[src/rtl/btm_pkg.sv]
package btm_pkg;
  typedef enum logic [1:0] {
    PH_IDLE = 2'd0,
    PH_SRC  = 2'd1,
    PH_TGT  = 2'd2
  } phase_e;

  localparam int ADDR_W   = 32;
  localparam int SEL_W    = 16;
  localparam int TAG_BIT  = 31;
  localparam int MODE_LO  = 29;
  localparam int OPS_BIT  = 28;
  localparam int SEL_LO   = 4;

  // input mode -> field code (never 01)
  function automatic logic [1:0] mode_code(input logic [1:0] m);
    case (m)
      2'b00:   return 2'b00;
      2'b01:   return 2'b10;
      default: return 2'b11;
    endcase
  endfunction
endpackage

[src/rtl/btm_capture.sv]
module btm_capture #(
  parameter int DATA_W = 32
) (
  input  logic                      clk,
  input  logic                      rst_n,
  input  logic                      load,
  input  logic [btm_pkg::SEL_W-1:0] in_src_sel,
  input  logic [DATA_W-1:0]         in_src_ip,
  input  logic [btm_pkg::SEL_W-1:0] in_tgt_sel,
  input  logic [DATA_W-1:0]         in_tgt_ip,
  input  logic [1:0]                in_mode,
  input  logic                      in_op32,
  output logic [btm_pkg::SEL_W-1:0] src_sel,
  output logic [DATA_W-1:0]         src_ip,
  output logic [btm_pkg::SEL_W-1:0] tgt_sel,
  output logic [DATA_W-1:0]         tgt_ip,
  output logic [1:0]                mode,
  output logic                      op32
);
  always_ff @(posedge clk or negedge rst_n) begin
    if (!rst_n) begin
      src_sel <= '0;
      src_ip  <= '0;
      tgt_sel <= '0;
      tgt_ip  <= '0;
      mode    <= '0;
      op32    <= 1'b0;
    end else if (load) begin
      src_sel <= in_src_sel;
      src_ip  <= in_src_ip;
      tgt_sel <= in_tgt_sel;
      tgt_ip  <= in_tgt_ip;
      mode    <= in_mode;
      op32    <= in_op32;
    end
  end

  // the record never changes while it is not being loaded
  p_hold_record_r10: assert property (@(posedge clk) disable iff (!rst_n)
    !load |=> $stable(src_ip) && $stable(tgt_ip) && $stable(src_sel) && $stable(tgt_sel));
endmodule

[src/rtl/btm_seq.sv]
module btm_seq (
  input  logic            clk,
  input  logic            rst_n,
  input  logic            br_valid,
  input  logic            ack,
  output btm_pkg::phase_e phase,
  output logic            load,
  output logic            drop,
  output logic            busy
);
  import btm_pkg::*;

  phase_e nxt;

  assign busy = (phase != PH_IDLE);
  assign load = br_valid && !busy;
  assign drop = br_valid && busy;

  always_comb begin
    nxt = phase;
    case (phase)
      PH_IDLE: if (br_valid) nxt = PH_SRC;
      PH_SRC:  if (ack)      nxt = PH_TGT;
      PH_TGT:  if (ack)      nxt = PH_IDLE;
      default:               nxt = PH_IDLE;
    endcase
  end

  always_ff @(posedge clk or negedge rst_n) begin
    if (!rst_n) phase <= PH_IDLE;
    else        phase <= nxt;
  end

  p_accept_src_r2: assert property (@(posedge clk) disable iff (!rst_n)
    load |=> phase == PH_SRC);
  p_src_to_tgt_r9: assert property (@(posedge clk) disable iff (!rst_n)
    phase == PH_SRC && ack |=> phase == PH_TGT);
  p_tgt_to_idle_r9: assert property (@(posedge clk) disable iff (!rst_n)
    phase == PH_TGT && ack |=> phase == PH_IDLE);
  p_wait_r8: assert property (@(posedge clk) disable iff (!rst_n)
    busy && !ack |=> $stable(phase));
endmodule

[src/rtl/btm_format.sv]
module btm_format #(
  parameter int DATA_W = 32
) (
  input  btm_pkg::phase_e                 phase,
  input  logic [btm_pkg::SEL_W-1:0]       src_sel,
  input  logic [DATA_W-1:0]               src_ip,
  input  logic [btm_pkg::SEL_W-1:0]       tgt_sel,
  input  logic [DATA_W-1:0]               tgt_ip,
  input  logic [1:0]                      mode,
  input  logic                            op32,
  output logic                            req,
  output logic [btm_pkg::ADDR_W-1:0]      addr,
  output logic [DATA_W-1:0]               data
);
  import btm_pkg::*;

  always_comb begin
    req  = 1'b0;
    addr = '0;
    data = '0;
    case (phase)
      PH_SRC: begin
        req                   = 1'b1;
        addr[SEL_LO +: SEL_W] = src_sel;
        data                  = src_ip;
      end
      PH_TGT: begin
        req                   = 1'b1;
        addr[TAG_BIT]         = 1'b1;
        addr[MODE_LO +: 2]    = mode_code(mode);
        addr[OPS_BIT]         = op32;
        addr[SEL_LO +: SEL_W] = tgt_sel;
        data                  = tgt_ip;
      end
      default: ;
    endcase
  end
endmodule

[src/rtl/btm_drop_cnt.sv]
module btm_drop_cnt #(
  parameter int CNT_W = 8
) (
  input  logic             clk,
  input  logic             rst_n,
  input  logic             drop,
  output logic [CNT_W-1:0] count
);
  localparam logic [CNT_W-1:0] CNT_MAX = '1;

  always_ff @(posedge clk or negedge rst_n) begin
    if (!rst_n)                        count <= '0;
    else if (drop && count != CNT_MAX) count <= count + 1'b1;
  end

  p_saturate_r10: assert property (@(posedge clk) disable iff (!rst_n)
    count == CNT_MAX |=> count == CNT_MAX);
  p_quiet_r10: assert property (@(posedge clk) disable iff (!rst_n)
    !drop |=> $stable(count));
endmodule

[src/rtl/btm_encoder.sv]
module btm_encoder #(
  parameter int DATA_W = 32,
  parameter int CNT_W  = 8
) (
  input  logic              clk,
  input  logic              rst_n,
  input  logic              br_valid,
  output logic              br_ready,
  input  logic [15:0]       br_src_sel,
  input  logic [DATA_W-1:0] br_src_ip,
  input  logic [15:0]       br_tgt_sel,
  input  logic [DATA_W-1:0] br_tgt_ip,
  input  logic [1:0]        br_tgt_mode,
  input  logic              br_tgt_op32,
  output logic              msg_req,
  input  logic              msg_ack,
  output logic [31:0]       msg_addr,
  output logic [DATA_W-1:0] msg_data,
  output logic              busy,
  output logic [CNT_W-1:0]  drop_count
);
  import btm_pkg::*;

  phase_e            phase;
  logic              load, drop;
  logic [SEL_W-1:0]  c_src_sel, c_tgt_sel;
  logic [DATA_W-1:0] c_src_ip, c_tgt_ip;
  logic [1:0]        c_mode;
  logic              c_op32;

  btm_seq u_seq (
    .clk(clk), .rst_n(rst_n), .br_valid(br_valid), .ack(msg_ack),
    .phase(phase), .load(load), .drop(drop), .busy(busy)
  );

  btm_capture #(.DATA_W(DATA_W)) u_cap (
    .clk(clk), .rst_n(rst_n), .load(load),
    .in_src_sel(br_src_sel), .in_src_ip(br_src_ip),
    .in_tgt_sel(br_tgt_sel), .in_tgt_ip(br_tgt_ip),
    .in_mode(br_tgt_mode), .in_op32(br_tgt_op32),
    .src_sel(c_src_sel), .src_ip(c_src_ip),
    .tgt_sel(c_tgt_sel), .tgt_ip(c_tgt_ip),
    .mode(c_mode), .op32(c_op32)
  );

  btm_format #(.DATA_W(DATA_W)) u_fmt (
    .phase(phase), .src_sel(c_src_sel), .src_ip(c_src_ip),
    .tgt_sel(c_tgt_sel), .tgt_ip(c_tgt_ip), .mode(c_mode), .op32(c_op32),
    .req(msg_req), .addr(msg_addr), .data(msg_data)
  );

  btm_drop_cnt #(.CNT_W(CNT_W)) u_drop (
    .clk(clk), .rst_n(rst_n), .drop(drop), .count(drop_count)
  );

  assign br_ready = !busy;

  p_src_first_r2: assert property (@(posedge clk) disable iff (!rst_n)
    $rose(msg_req) |-> !msg_addr[TAG_BIT]);
  p_src_quiet_r3: assert property (@(posedge clk) disable iff (!rst_n)
    msg_req && !msg_addr[TAG_BIT] |-> msg_addr[30:28] == 3'b000);
  p_mode_legal_r5: assert property (@(posedge clk) disable iff (!rst_n)
    msg_req && msg_addr[TAG_BIT] |-> msg_addr[30:29] != 2'b01);
  p_zero_fields_r7: assert property (@(posedge clk) disable iff (!rst_n)
    msg_req |-> msg_addr[27:20] == 8'h00 && msg_addr[3:0] == 4'h0);
  p_hold_r8: assert property (@(posedge clk) disable iff (!rst_n)
    msg_req && !msg_ack |=> msg_req && $stable(msg_addr) && $stable(msg_data));
  p_end_r9: assert property (@(posedge clk) disable iff (!rst_n)
    msg_req && msg_addr[TAG_BIT] && msg_ack |=> !busy && !msg_req);
  p_req_busy_r2: assert property (@(posedge clk) disable iff (!rst_n)
    msg_req == busy);
endmodule

[config.mk]
export PLATFORM = sky130hd
export DESIGN_NAME = btm_encoder
export DESIGN_NICKNAME = d
export VERILOG_FILES = /design/src/rtl/btm_pkg.sv /design/src/rtl/btm_capture.sv /design/src/rtl/btm_seq.sv /design/src/rtl/btm_format.sv /design/src/rtl/btm_drop_cnt.sv /design/src/rtl/btm_encoder.sv
export SDC_FILE = /design/constraint.sdc
export NUM_CORES = 1
export LEC_CHECK = 0
export CAP_MARGIN = 25
export CELL_PAD_IN_SITES_DETAIL_PLACEMENT = 1
export CELL_PAD_IN_SITES_GLOBAL_PLACEMENT = 2
export CORE_ASPECT_RATIO = 0.5
export CORE_MARGIN = 2
export CORE_UTILIZATION = 26
export DETAILED_ROUTE_END_ITERATION = 12
export PLACE_DENSITY = 0.74
export SLEW_MARGIN = 10
export SYNTH_ARGS = -nofsm -noshare
export SYNTH_HDL_FRONTEND = slang
export SYNTH_SLANG_ARGS = --single-unit
[constraint.sdc]
create_clock -name clk -period 1.6 [get_ports clk]
set_clock_uncertainty 0.05 [all_clocks]
set_input_delay 0.24 -clock clk [delete_from_list [all_inputs] [get_ports clk]]
set_output_delay 0.24 -clock clk [all_outputs]
set_load 0.03 [all_outputs]
==> results.toml <==
[layout]
most-common-layout-cells = "dfrtp_1 (104), clkdlybuf4s50_1 (101), mux2_4 (86)"
fin_area_sq_um = 9630
final_common_cell = "dfrtp_1"
stdcell_count = 880
nets = 724
area_growth_pct = 91.8
nFillCells = 1799
drive_above_1_share_pct = 60.6

[place]
gp_congestion = 0.732
place_ws_ns = -0.171
placed_area_sq_um = 7490
place_inst = 813
dp_hpwl_um = 10500
portBuffers = 165

[clock_tree]
ctsHtreeMaxLevel = 3
clockBufferDepth = 2
insertion_delay_ns = 0.35
path_clk_slew_ns = 0.08
cts-root-buf = "clkbuf_16"
cts_buffers = 9
cts_tree = "built"
numClockSinks = 109

[timing]
hold_viol_final = 0
finalSetupViolations = 157
rsz0062_at_grt = "yes"
fin_crit_sh_pct = 130
slew_violations = 0
min_period_ns = 2.08
fmax_ghz = 0.482
setup_ws_ns = -0.476

[setup_path]
r2r_slack_ns = -0.47
arrival_ns = 1.79
crit_start = "u_seq.phase[0]"
start_kind = "flip-flop"
timing.rr.end = "u_seq.phase[1]"
path_buf_inv = 4
crit_family = "buffers and inverters"
crit_type = "reg -> out"
slowest_delay_ns = 0.45
crit_chain = "inv_4 > ha_4 > buf_12 > clkbuf_16 > a22oi_2 > nor2b_4 > buf_6"
worstPathMaxFanout = 7
critical_path_cell_count = 7
r2r_start = "u_seq.phase[0]"
critPathCaptureType = "output pin"
cp_slowest_cell = "dfrtp_2"
worstPathRequired_ns = 1.31
reg2reg_depth = 10
crit_path_end = "msg_data[22]"

[die]
die_h_um = 102
core_area_sq_um = 18700
die_w_um = 201
pin_count = 178
row_count = 35
die_area_sq_um = 20500
start_util_pct = 26.9

[route]
firstDrtPassIters = 4
vias = 4010
ant_nets = 0
drc_errors = 0
drt_iter0_drc = 120
routed_wl_um = 20000
viasPerCell = 4.56
wl_per_cell_um = 22.7

[global_routing]
grt-ovfl-total = 0
grt_max_degree = 35
grt_pass1_wl_um = 28500
grt_pass1_vias = 4566
grt_usage_pct = 18.4
antenna_found_initial = 1

[pwr]
powerDensity_nw_per_um2 = 2230
peakVddDrop_v = 0.000843
p_leak_uw = 0.00425

[status]
status = "finished, violations left"
failed_checks = "negative setup slack"

[synth]
yosys_warnings = 0
ys_seq_elements = 109
avgSynthCellArea_sq_um = 13.0
synth_area_sq_um = 5020
ys_types = 28
synthCells = 387
yosysSeqAreaShare_pct = 54.3

[worst_hold_path]
hp-class = "in -> async"

[job]
cap_violations = 0
[metrics by stage]
step / TNS (ns) / hold WS, ns / utilization, % / total power [uW]
floorplan: -2.87 / -0.106 / - / 11200
global placement: -16.18 / 0.140 / 40.2 / 14000
detailed placement: -17.29 / 0.146 / 40.2 / 14200
CTS: -36.04 / 0.305 / 50.4 / 20700
global route: -41.76 / 0.334 / 51.6 / 22500
finish: -35.03 / 0.324 / 51.6 / 21500
[report_power, final]
group          internal [uW]  total (uW)  switching (uW)
clock network           1280        2390            1110
registers               4170        5350            1180
logic                   7890       13800            5860
total                  13300       21500            8150
[synth_stat cells (all sizes together)]
| cell type | instances | area, sq um |
|---|---|---|
| dfrtp | 109 | 2730 |
| mux2 | 102 | 1150 |
| a22oi | 48 | 360 |
| nor2b | 48 | 300 |
| buf | 26 | 160 |
| clkbuf | 12 | 45.0 |
| ha | 6 | 75.1 |
| a21oi | 5 | 25.0 |
| inv | 4 | 15.0 |
| nand2 | 3 | 13.8 |
| nand4 | 3 | 18.8 |
| nor2 | 3 | 11.3 |
| and2 | 2 | 12.5 |
| nand3 | 2 | 10.0 |
| o21ai | 2 | 10.0 |
| xnor2 | 2 | 17.5 |
| xor2 | 2 | 17.5 |
| and2b | 1 | 7.51 |
| and3 | 1 | 6.26 |
| conb | 1 | 3.75 |
| mux2i | 1 | 10.0 |
| nor3 | 1 | 5.00 |
| o21a | 1 | 7.51 |
| o21bai | 1 | 7.51 |
| or2 | 1 | 6.26 |
[logic make-up (layout without fill, tap and decap cells)]
family	after synthesis	count (layout)	share of synthesized area [%]
compound gates	57	57	8.17
simple gates	65	67	7.80
fa+ha+maj	6	6	1.49
other cells	1	13	0.0747
xor+xnor	4	4	0.698
mux	103	103	23.1
flops	109	109	54.3
buf+inv	42	262	4.38
[metal layers]
layer,track usage [%],wire length [um],up-vias
li1,-,-,1808
met4,4.16,145,0
met5,0,0,-
met3,3.32,443,6
met2,32.8,10300,65
met1,23.8,9090,2131
[timing repair]
item	in CTS	in global routing
cloned	19	6
buffers inserted	22	14
hold buffers	1	0
pin swaps	7	13
hold endpoints to repair	20	0
resized for setup	239	55
setup endpoints to repair	169	164
[worst reg2reg max path, cell delays in order, from the launching register on]
cell      delay [ns]
dfrtp_2         0.45
buf_6           0.13
ha_4            0.22
buf_6           0.14
buf_6           0.10
buf_6           0.10
buf_6           0.11
buf_6           0.11
o21bai_4        0.15
o21ai_2         0.10
mux2_4          0.30
[final cells by class]
class | count | area, sq um | share of cell area, %
diodes | 1 | 2.50 | 0.0260
clock buffers | 10 | 239 | 2.48
clock inverters | 6 | 68.8 | 0.715
inverters | 4 | 25.0 | 0.260
multi-input cells | 249 | 3200 | 33.3
flip-flops and latches | 109 | 2730 | 28.4
well taps | 259 | 324 | 3.36
repair buffers | 242 | 3030 | 31.5
[worst min-delay path by stage]
stage,startpoint,end
detailed placement,rst_n,u_cap.src_ip[22]
CTS,rst_n,u_cap.src_ip[15]
global placement,rst_n,u_cap.src_ip[22]
finish,rst_n,u_cap.src_ip[22]
global route,rst_n,u_cap.src_ip[22]
floorplan,rst_n,u_cap.mode[0]
[flip-flops by register name, indices dropped and copies added (netlist names)]
register / cells
u_cap.mode: 2
u_cap.op32: 1
u_cap.src_ip: 32
u_cap.src_sel: 16
u_cap.tgt_ip: 32
u_cap.tgt_sel: 16
u_drop.count: 8
u_seq.phase: 2
(Power assumes the default switching activity.)
